File: src/rtl/tgc_pkg.sv
// Package: shared offsets and bit positions of the training-gate controller.
// Assumes byte-addressed 32-bit registers in a 4 KiB client window.
package tgc_pkg;
    localparam int ADDR_W        = 12;
    localparam int DATA_W        = 32;
    localparam int HALF_W        = DATA_W / 2;
    localparam logic [ADDR_W-1:0] CTRL_OFS = 12'h180;
    localparam logic [ADDR_W-1:0] STAT_OFS = 12'h010;
    localparam int BIT_SW_EN     = 0;
    localparam int BIT_HOLD_EN   = 1;
    localparam int BIT_RELEASE   = 3;
    localparam int BIT_ENH_MODE  = 4;
    localparam int BIT_LRR_STAT  = 0;
endpackage

File: src/rtl/tgc_ctrl_regs.sv
// Control register with masked-halfword writes.
// Stores the software enable, the hold enable and the enhanced mode bits.
// Bit 3 produces a one-cycle release pulse and is never stored.
// Assumes wr_en is a single-cycle qualified write strobe.
module tgc_ctrl_regs #(
    parameter int HALF_W = 16
) (
    input  logic              clk,
    input  logic              rst_n,
    input  logic              wr_en,
    input  logic [HALF_W-1:0] wdata,
    input  logic [HALF_W-1:0] wmask,
    output logic              sw_en,
    output logic              hold_en,
    output logic              enh_en,
    output logic              release_pulse,
    output logic [HALF_W-1:0] rd_val
);
    import tgc_pkg::*;

    // Update each stored bit only where its mask bit is set.
    always_ff @(posedge clk) begin
        if (!rst_n) begin
            sw_en   <= 1'b0;
            hold_en <= 1'b0;
            enh_en  <= 1'b0;
        end else if (wr_en) begin
            if (wmask[BIT_SW_EN])    sw_en   <= wdata[BIT_SW_EN];
            if (wmask[BIT_HOLD_EN])  hold_en <= wdata[BIT_HOLD_EN];
            if (wmask[BIT_ENH_MODE]) enh_en  <= wdata[BIT_ENH_MODE];
        end
    end

    // Release strobe: a masked write of 1 to the release bit.
    assign release_pulse = wr_en && wmask[BIT_RELEASE] && wdata[BIT_RELEASE];

    // Read view: stored bits in place, everything else zero.
    always_comb begin
        rd_val               = '0;
        rd_val[BIT_SW_EN]    = sw_en;
        rd_val[BIT_HOLD_EN]  = hold_en;
        rd_val[BIT_ENH_MODE] = enh_en;
    end
endmodule

File: src/rtl/tgc_hold.sv
// Hold flag: set by an armed reset event, cleared by the release pulse.
// An event in the same cycle as the release pulse takes priority.
// Assumes evt is a single-cycle pulse synchronous to clk.
module tgc_hold (
    input  logic clk,
    input  logic rst_n,
    input  logic evt,
    input  logic armed,
    input  logic release_pulse,
    output logic hold_q
);
    // Track whether link training is being held back.
    always_ff @(posedge clk) begin
        if (!rst_n)                hold_q <= 1'b0;
        else if (evt && armed)     hold_q <= 1'b1;
        else if (release_pulse)    hold_q <= 1'b0;
    end
endmodule

File: src/rtl/tgc_status.sv
// Write-one-to-clear status for link-request-reset events, plus the interrupt.
// A new event in the same cycle as a clear leaves the bit set.
module tgc_status #(
    parameter int N_BITS = 1
) (
    input  logic              clk,
    input  logic              rst_n,
    input  logic [N_BITS-1:0] set_bits,
    input  logic              clr_wr,
    input  logic [N_BITS-1:0] clr_bits,
    output logic [N_BITS-1:0] stat_q,
    output logic              irq
);
    // One sticky bit per event source; a set wins over a clear.
    for (genvar i = 0; i < N_BITS; i++) begin : g_bit
        always_ff @(posedge clk) begin
            if (!rst_n)                    stat_q[i] <= 1'b0;
            else if (set_bits[i])          stat_q[i] <= 1'b1;
            else if (clr_wr && clr_bits[i]) stat_q[i] <= 1'b0;
        end
    end

    // The interrupt is high while any status bit is pending.
    assign irq = |stat_q;
endmodule

File: src/rtl/train_gate_ctrl.sv
// Top level: register port decode, control register, hold flag and status.
// train_en_o is the software enable masked by the hold flag.
// Assumes zero-wait-state accesses and a one-cycle rst_evt_i pulse.
module train_gate_ctrl #(
    parameter int ADDR_W = tgc_pkg::ADDR_W,
    parameter int DATA_W = tgc_pkg::DATA_W
) (
    input  logic              clk,
    input  logic              rst_n,
    input  logic              psel,
    input  logic              penable,
    input  logic              pwrite,
    input  logic [ADDR_W-1:0] paddr,
    input  logic [DATA_W-1:0] pwdata,
    output logic [DATA_W-1:0] prdata,
    input  logic              rst_evt_i,
    output logic              train_en_o,
    output logic              irq_o
);
    import tgc_pkg::*;
    localparam int HW = DATA_W / 2;

    logic          wr_acc, hit_ctrl, hit_stat;
    logic          sw_en_q, hold_en_q, enh_en_q, rel_pulse, hold_q;
    logic [HW-1:0] ctrl_rd;
    logic [0:0]    stat_q;
    logic          unused_wbits;

    // Address decode and write qualification.
    assign hit_ctrl = (paddr == CTRL_OFS[ADDR_W-1:0]);
    assign hit_stat = (paddr == STAT_OFS[ADDR_W-1:0]);
    assign wr_acc   = psel && penable && pwrite;
    assign unused_wbits = ^pwdata[HW-1:1];

    tgc_ctrl_regs #(.HALF_W(HW)) u_ctrl (
        .clk           (clk),
        .rst_n         (rst_n),
        .wr_en         (wr_acc && hit_ctrl),
        .wdata         (pwdata[HW-1:0]),
        .wmask         (pwdata[DATA_W-1:HW]),
        .sw_en         (sw_en_q),
        .hold_en       (hold_en_q),
        .enh_en        (enh_en_q),
        .release_pulse (rel_pulse),
        .rd_val        (ctrl_rd)
    );

    tgc_hold u_hold (
        .clk           (clk),
        .rst_n         (rst_n),
        .evt           (rst_evt_i),
        .armed         (hold_en_q && enh_en_q),
        .release_pulse (rel_pulse),
        .hold_q        (hold_q)
    );

    tgc_status #(.N_BITS(1)) u_stat (
        .clk      (clk),
        .rst_n    (rst_n),
        .set_bits (rst_evt_i),
        .clr_wr   (wr_acc && hit_stat),
        .clr_bits (pwdata[BIT_LRR_STAT]),
        .stat_q   (stat_q),
        .irq      (irq_o)
    );

    // Gate the training enable with the hold flag.
    assign train_en_o = sw_en_q && !hold_q;

    // Read data mux; zero outside read accesses and for unmapped offsets.
    always_comb begin
        prdata = '0;
        if (psel && !pwrite) begin
            if (hit_ctrl)      prdata[HW-1:0]       = ctrl_rd;
            else if (hit_stat) prdata[BIT_LRR_STAT] = stat_q[0];
        end
    end
endmodule

File: config.mk
export PLATFORM = sky130hd
export DESIGN_NAME = train_gate_ctrl
export DESIGN_NICKNAME = d
export VERILOG_FILES = /design/src/rtl/tgc_pkg.sv /design/src/rtl/tgc_ctrl_regs.sv /design/src/rtl/tgc_hold.sv /design/src/rtl/tgc_status.sv /design/src/rtl/train_gate_ctrl.sv
export SDC_FILE = /design/constraint.sdc
export NUM_CORES = 1
export LEC_CHECK = 0
export BUFFER_PORTS_ARGS = -buffer_cell sky130_fd_sc_hd__buf_4
export CAP_MARGIN = 20
export CELL_PAD_IN_SITES_DETAIL_PLACEMENT = 1
export CELL_PAD_IN_SITES_GLOBAL_PLACEMENT = 2
export CORE_ASPECT_RATIO = 0.75
export CORE_MARGIN = 8
export CORE_UTILIZATION = 14
export DETAILED_ROUTE_END_ITERATION = 6
export HOLD_SLACK_MARGIN = 0.1
export PLACE_DENSITY = 0.79
export SLEW_MARGIN = 30
export SYNTH_ARGS = -nofsm -noshare
export SYNTH_HDL_FRONTEND = slang
export SYNTH_HIERARCHICAL = 1
export SYNTH_SLANG_ARGS = --single-unit
File: constraint.sdc
create_clock -name clk -period 2.25 [get_ports clk]
set_clock_uncertainty 0.15 [all_clocks]
set_input_delay 0.1125 -clock clk [delete_from_list [all_inputs] [get_ports clk]]
set_output_delay 0.1125 -clock clk [all_outputs]
set_load 0.005 [all_outputs]
# ---- Word level (Yosys, flattened, before mapping)
# Cells that the tools add are included.
dict set report totals {
  memories 0
  output_inout_bits 34
  mem_bits_rw 0
  mem_bits_ro 0
  latch_bits 0
  in_bits 50
  elab_cells 33
  reg_bits 5
}
dict set report op_classes {
  n_div 0
  bitwise_logic 0
  shift 0
  multipliers 0
  add_sub_neg 0
  mux 8
  reduce_logical 18
  eq_ne 2
  magnitude_cmp 0
}
# cell n
set op_table {}
lappend op_table {{$eq A12 B5 Y1 const B} 1}
lappend op_table {{$eq A12 B9 Y1 const B} 1}
lappend op_table {{$logic_and A1 B1 Y1} 11}
lappend op_table {{$mux W1} 6}
lappend op_table {{$reduce_and A2 Y1} 3}
lappend op_table {{$mux W5} 1}
lappend op_table {{$mux W4} 1}
lappend op_table {{$reduce_bool A2 Y1} 2}
lappend op_table {{$logic_not A1 Y1} 2}

# ---- Logic depth before layout (Yosys ltp)
dict set report logic_depth {
  ltp_word 7
  mapped_depth 7
  ltp_nobuf 6
}

# ---- Modules after synthesis
# Netlist, hierarchy kept.
# module area_each_um2 cells_each seq_area_each_um2 instances
set modules_own_cells {}
lappend modules_own_cells {train_gate_ctrl 367.9 50 0.0 1}
lappend modules_own_cells {tgc_ctrl_regs 254.0 33 60.1 1}
lappend modules_own_cells {tgc_status 42.5 5 20.0 1}
lappend modules_own_cells {tgc_hold 41.3 4 20.0 1}

# ---- Worst setup path after synthesis
# Ideal clock, no wire load.
dict set report synth_timing {
  path_kind {input -> register}
  startpoint {in paddr[1]}
  endpoint {reg u_hold.hold_q}
  path_buffers 1
  t_arrival_ns 1.564
  path_slack_ns 0.418
  setup_ns 0.118
  path_stages 7
  t_required_ns 1.982
  path_cell_list {or4_4 nor4_4 buf_6 and2_2 and3_1 nand2b_1 a21boi_2}
}
dict set report synth_via {
  elab_chain_cells 5
}
# element line_no
set synth_lines {}
lappend synth_lines {{start: declaration} train_gate_ctrl.sv:13} ;# input logic [ADDR_W-1:0] paddr,
lappend synth_lines {{$eq A12 B9 Y1} train_gate_ctrl.sv:30} ;# assign hit_ctrl = (paddr == CTRL_OFS[ADDR_W-1:0]);
lappend synth_lines {{$logic_and A1 B1 Y1} train_gate_ctrl.sv:38} ;# .wr_en (wr_acc && hit_ctrl),
lappend synth_lines {{$logic_and A1 B1 Y1 (2 in series)} tgc_ctrl_regs.sv:35} ;# assign release_pulse = wr_en && wmask[BIT_RELEASE] && wdata[BIT_RELEASE];
lappend synth_lines {{via rel_pulse} train_gate_ctrl.sv:24} ;# logic sw_en_q, hold_en_q, enh_en_q, rel_pulse, hold_q;
lappend synth_lines {{$reduce_bool A2 Y1 (no line)} n/a}
lappend synth_lines {{end signal: assignment} tgc_hold.sv:14} ;# if (!rst_n) hold_q <= 1'b0;
lappend synth_lines {{end signal: assignment} tgc_hold.sv:15} ;# else if (evt && armed) hold_q <= 1'b1;
lappend synth_lines {{end signal: assignment} tgc_hold.sv:16} ;# else if (release_pulse) hold_q <= 1'b0;
lappend synth_lines {{end: declaration} tgc_hold.sv:10} ;# output logic hold_q
# The timed path passes the listed nets, and every way through them passes these cells.
# A chain may end at the register's enable or synchronous reset.

# ---- Final worst setup path
dict set report layout_timing {
  startpoint {in paddr[1]}
  endpoint {reg u_stat.stat_q, in the netlist u_stat/irq}
}
dict set report layout_via {
  elab_chain_cells 4
}
# element line_no
set layout_lines {}
lappend layout_lines {{$eq A12 B5 Y1} train_gate_ctrl.sv:31} ;# assign hit_stat = (paddr == STAT_OFS[ADDR_W-1:0]);
lappend layout_lines {{$logic_and A1 B1 Y1} train_gate_ctrl.sv:61} ;# .clr_wr (wr_acc && hit_stat),
lappend layout_lines {{$logic_and A1 B1 Y1} tgc_status.sv:19} ;# else if (clr_wr && clr_bits[i]) stat_q[i] <= 1'b0;
lappend layout_lines {{$reduce_bool A2 Y1 (no line)} n/a}
lappend layout_lines {{end signal: indexed assignment} tgc_status.sv:17} ;# if (!rst_n) stat_q[i] <= 1'b0;
lappend layout_lines {{end signal: indexed assignment} tgc_status.sv:18} ;# else if (set_bits[i]) stat_q[i] <= 1'b1;
lappend layout_lines {{end signal: indexed assignment} tgc_status.sv:19}
lappend layout_lines {{end: declaration} tgc_status.sv:11} ;# output logic [N_BITS-1:0] stat_q,
# No other way between the ends.

==> summary.md <==
| Metric | Value |
|---|---|
| R2R Setup Slk | `0.84 ns` |
| Fmax | `459 MHz` |
| Leak | `0.553 nW` |
| Setup violators final | `0` |
| Final worst slack | `0.0691 ns` |
| Die area | `0.00759 mm2` |
| Mapped cell area | `706 um2` |
| Router iterations before antenna repair | `4` |
| Via Count | `632` |
| Most frequent cells in the layout | `buf_4, conb_1, dlygate4sd3_1` |
| Top post-synthesis cells by area | `buf_4, dfxtp_1, and3_2, and3_1, nand2_1` |
| Cell mode on critical path | `buf_4` |
| Most common cell after layout, fill and taps aside | `buf_4` |
| Antenna viol nets, final | `0` |
| Clock transition at path regs | `0.04 ns` |
| Residual DRC | `0` |
| Post-Syn Area per Cell | `7.67 um2` |
| Num CTS Buffers | `3` |
| NumNets Final | `183` |
| Core area | `0.00487 mm2` |
| Tot GR Track Use | `5.94%` |
| Crit path capture type | `register` |
| Critical-path top delay cell | `dlygate4sd3_1` |
| Die Wd | `98.0 um` |
| Yosys cell types | `26` |
| Root Buffer | `clkbuf_8` |
| Type of the most critical hold path | `in -> out` |
| GP Congestion | `0.649` |
| Die Height | `77.5 um` |
| Cells after synthesis | `92` |
| Highest routed layer | `met3` |
| CTS tree | `built` |
| Starting Density | `14.5%` |
| Num ports | `84` |
| Fin crit period | `2.18 ns` |
| Metal-1 WL | `943 um` |
| Clock Latency Late Sink | `0.22 ns` |
| Status | `finished, final reports clean` |
| Place WS | `0.355 ns` |
| Yosys top cell by area | `buf_4` |
| Critical-path cell list | `buf_4 -> or4_4 -> nor4_4 -> buf_4 -> and3_2 -> a31oi_1 -> dlygate4sd3_1` |
| Vias/cell | `3.29` |
| Grt ovf | `0` |
| Largest net degree at the start of global routing | `18` |
| VDD IR max | `328 uV` |
| Fin crit share | `96.9%` |
| WL per Instance | `11.7 um` |
| Hold Fails Final Rpt | `0` |
| Max cap viols | `0` |
| Clock Sinks | `5` |
| Reg2Reg Depth | `4` |
| Worst Hold Depth | `3` |
| DRT iter0 DRCs | `4` |
| Startpoint type of the worst setup path | `primary input` |
| HP Start | `pwrite` |
| Met3 Wirelength | `223 um` |
| Area Overhead vs Synth | `45.4%` |
| Delay of the slowest cell on the worst path | `0.57 ns` |
| Vias in the first global route | `764` |
| Initial antenna violation count | `0` |
| Final WL | `2.24 mm` |
| Max-slew violation count | `0` |
| Critical path class | `in -> reg` |
| FP Rows | `22` |
| Max Fanout on Critical Path | `17` |
| Setup Fix Bufs, Post-CTS | `0` |
| Diodes inserted | `0` |
| CTS HTree Levels | `1` |
| FILL cells | `604` |
| Worst EP required | `2.20 ns` |
| Met2 WL | `1.07 mm` |
| Port Buffers | `30` |
| Clock buffer depth | `2` |
| Synth Register Bits | `5` |
| R2r endpoint | `u_hold/hold_q` |
| Origin of the critical flop-to-flop path | `u_ctrl/enh_en` |
| First-pass GRT wire length | `3.68 mm` |
| Hpwl dp | `1.85 mm` |
| Power Dens Cells | `321 mW/mm2` |
| Post-synth top area share | `35.1%` |
| Crit path DAT | `2.13 ns` |
| Layout cells sized above 1 | `36.4%` |
| WHS Endpoint | `prdata[0]` |
| Tightest hold margin | `0.335 ns` |
| RSZ-0062 raised after global routing | `yes` |
| Yosys Warn Count | `6` |
| Sequential area share after synthesis | `14.2%` |
==> metal layers <==
| layer | GRT usage [%] | vias to the layer above |
|---|---|---|
| met1 | 6.63 | 273 |
| met2 | 10.2 | 34 |
| met3 | 3.12 | 0 |
| met5 | 0 | - |
| met4 | 0.465 | 0 |
| li1 | - | 325 |
==> power by group <==
part	internal [mW]	total, mW	leakage (nW)	switching [mW]
Sequential	0.0905	0.0916	0.0406	0.00113
Clock	0.122	0.165	0.0228	0.0436
Combinational	0.0439	0.0723	0.490	0.0284
==> worst max path at each step <==
stage | depth (start not counted) | slack (ns) | start | end
after global routing | 7 | -0.007 | paddr[1] | u_stat/irq
after global placement | 7 | 0.36 | paddr[1] | u_hold/hold_q
final | 7 | 0.07 | paddr[1] | u_stat/irq
after detailed placement | 7 | 0.35 | paddr[1] | u_hold/hold_q
after floorplan | 7 | 0.42 | paddr[1] | u_hold/hold_q
after CTS | 8 | 0.02 | paddr[1] | u_hold/hold_q
==> cells by family after synthesis <==
family                 count (synthesis)  share of synthesized area [%]
and+or+nand+nor                       41                           37.8
buffers and inverters                 37                           38.3
DFF                                    5                           14.2
AOI/OAI and AO/OA                      4                           4.43
muxes                                  3                           4.26
other                                  2                           1.06
==> synthesized netlist by cell type, drive strengths merged <==
| library cell | count |
|---|---|
| a2bb2oi | 1 |
| or4 | 1 |
| mux2i | 3 |
| nand2b | 1 |
| nor4 | 1 |
| inv | 2 |
| buf | 34 |
| nor2 | 2 |
| or4b | 1 |
| a21boi | 1 |
| conb | 2 |
| and2 | 2 |
| and3 | 17 |
| nor2b | 1 |
| nor3 | 1 |
| nand2 | 11 |
| a31oi | 1 |
| nand3b | 1 |
| dfxtp | 5 |
| o21ai | 1 |
| clkbuf | 1 |
| nor3b | 2 |
==> state kept, by name, summed over array words and instances (netlist names) <==
| name | count |
|---|---|
| u_ctrl/enh_en | 1 |
| u_ctrl/hold_en | 1 |
| u_ctrl/sw_en | 1 |
| u_hold/hold_q | 1 |
| u_stat/irq | 1 |
==> worst max-delay path: cells and delay by family <==
kind	cells	cell delay (ns)
compound gates	1	0.08
buf+inv	3	0.93
simple gates	3	1.01
==> metrics by stage <==
stage	utilization [%]	cells	area, um2	total power, mW	TNS [ns]
5_1_grt	21.1	192	1030	0.354	-0.0132
4_1_cts	21.0	192	1020	0.333	0
3_5_place_dp	17.6	176	860	0.152	0
2_1_floorplan	-	119	807	0.147	0
6_report	21.1	192	1030	0.329	0
3_3_place_gp	17.6	176	860	0.152	0
==> layout make-up <==
cell class | instances | area [um2] | share of cell area [%]
Timing Repair Buffer | 44 | 360 | 35.1
Clock buffer | 4 | 45.0 | 4.39
Sequential cell | 5 | 100 | 9.76
Inverter | 2 | 7.51 | 0.732
Tap cell | 60 | 75.1 | 7.32
Multi-Input combinational cell | 77 | 438 | 42.7
==> what timing repair did <==
| item | in CTS | in global routing |
|---|---|---|
| hold buffers | 12 | 0 |
| setup endpoints to repair | 0 | 1 |
| gates resized for setup | 0 | 1 |
| endpoints found under the hold margin | 5 | 0 |
Note: power is estimated with default switching activity, not from simulation.
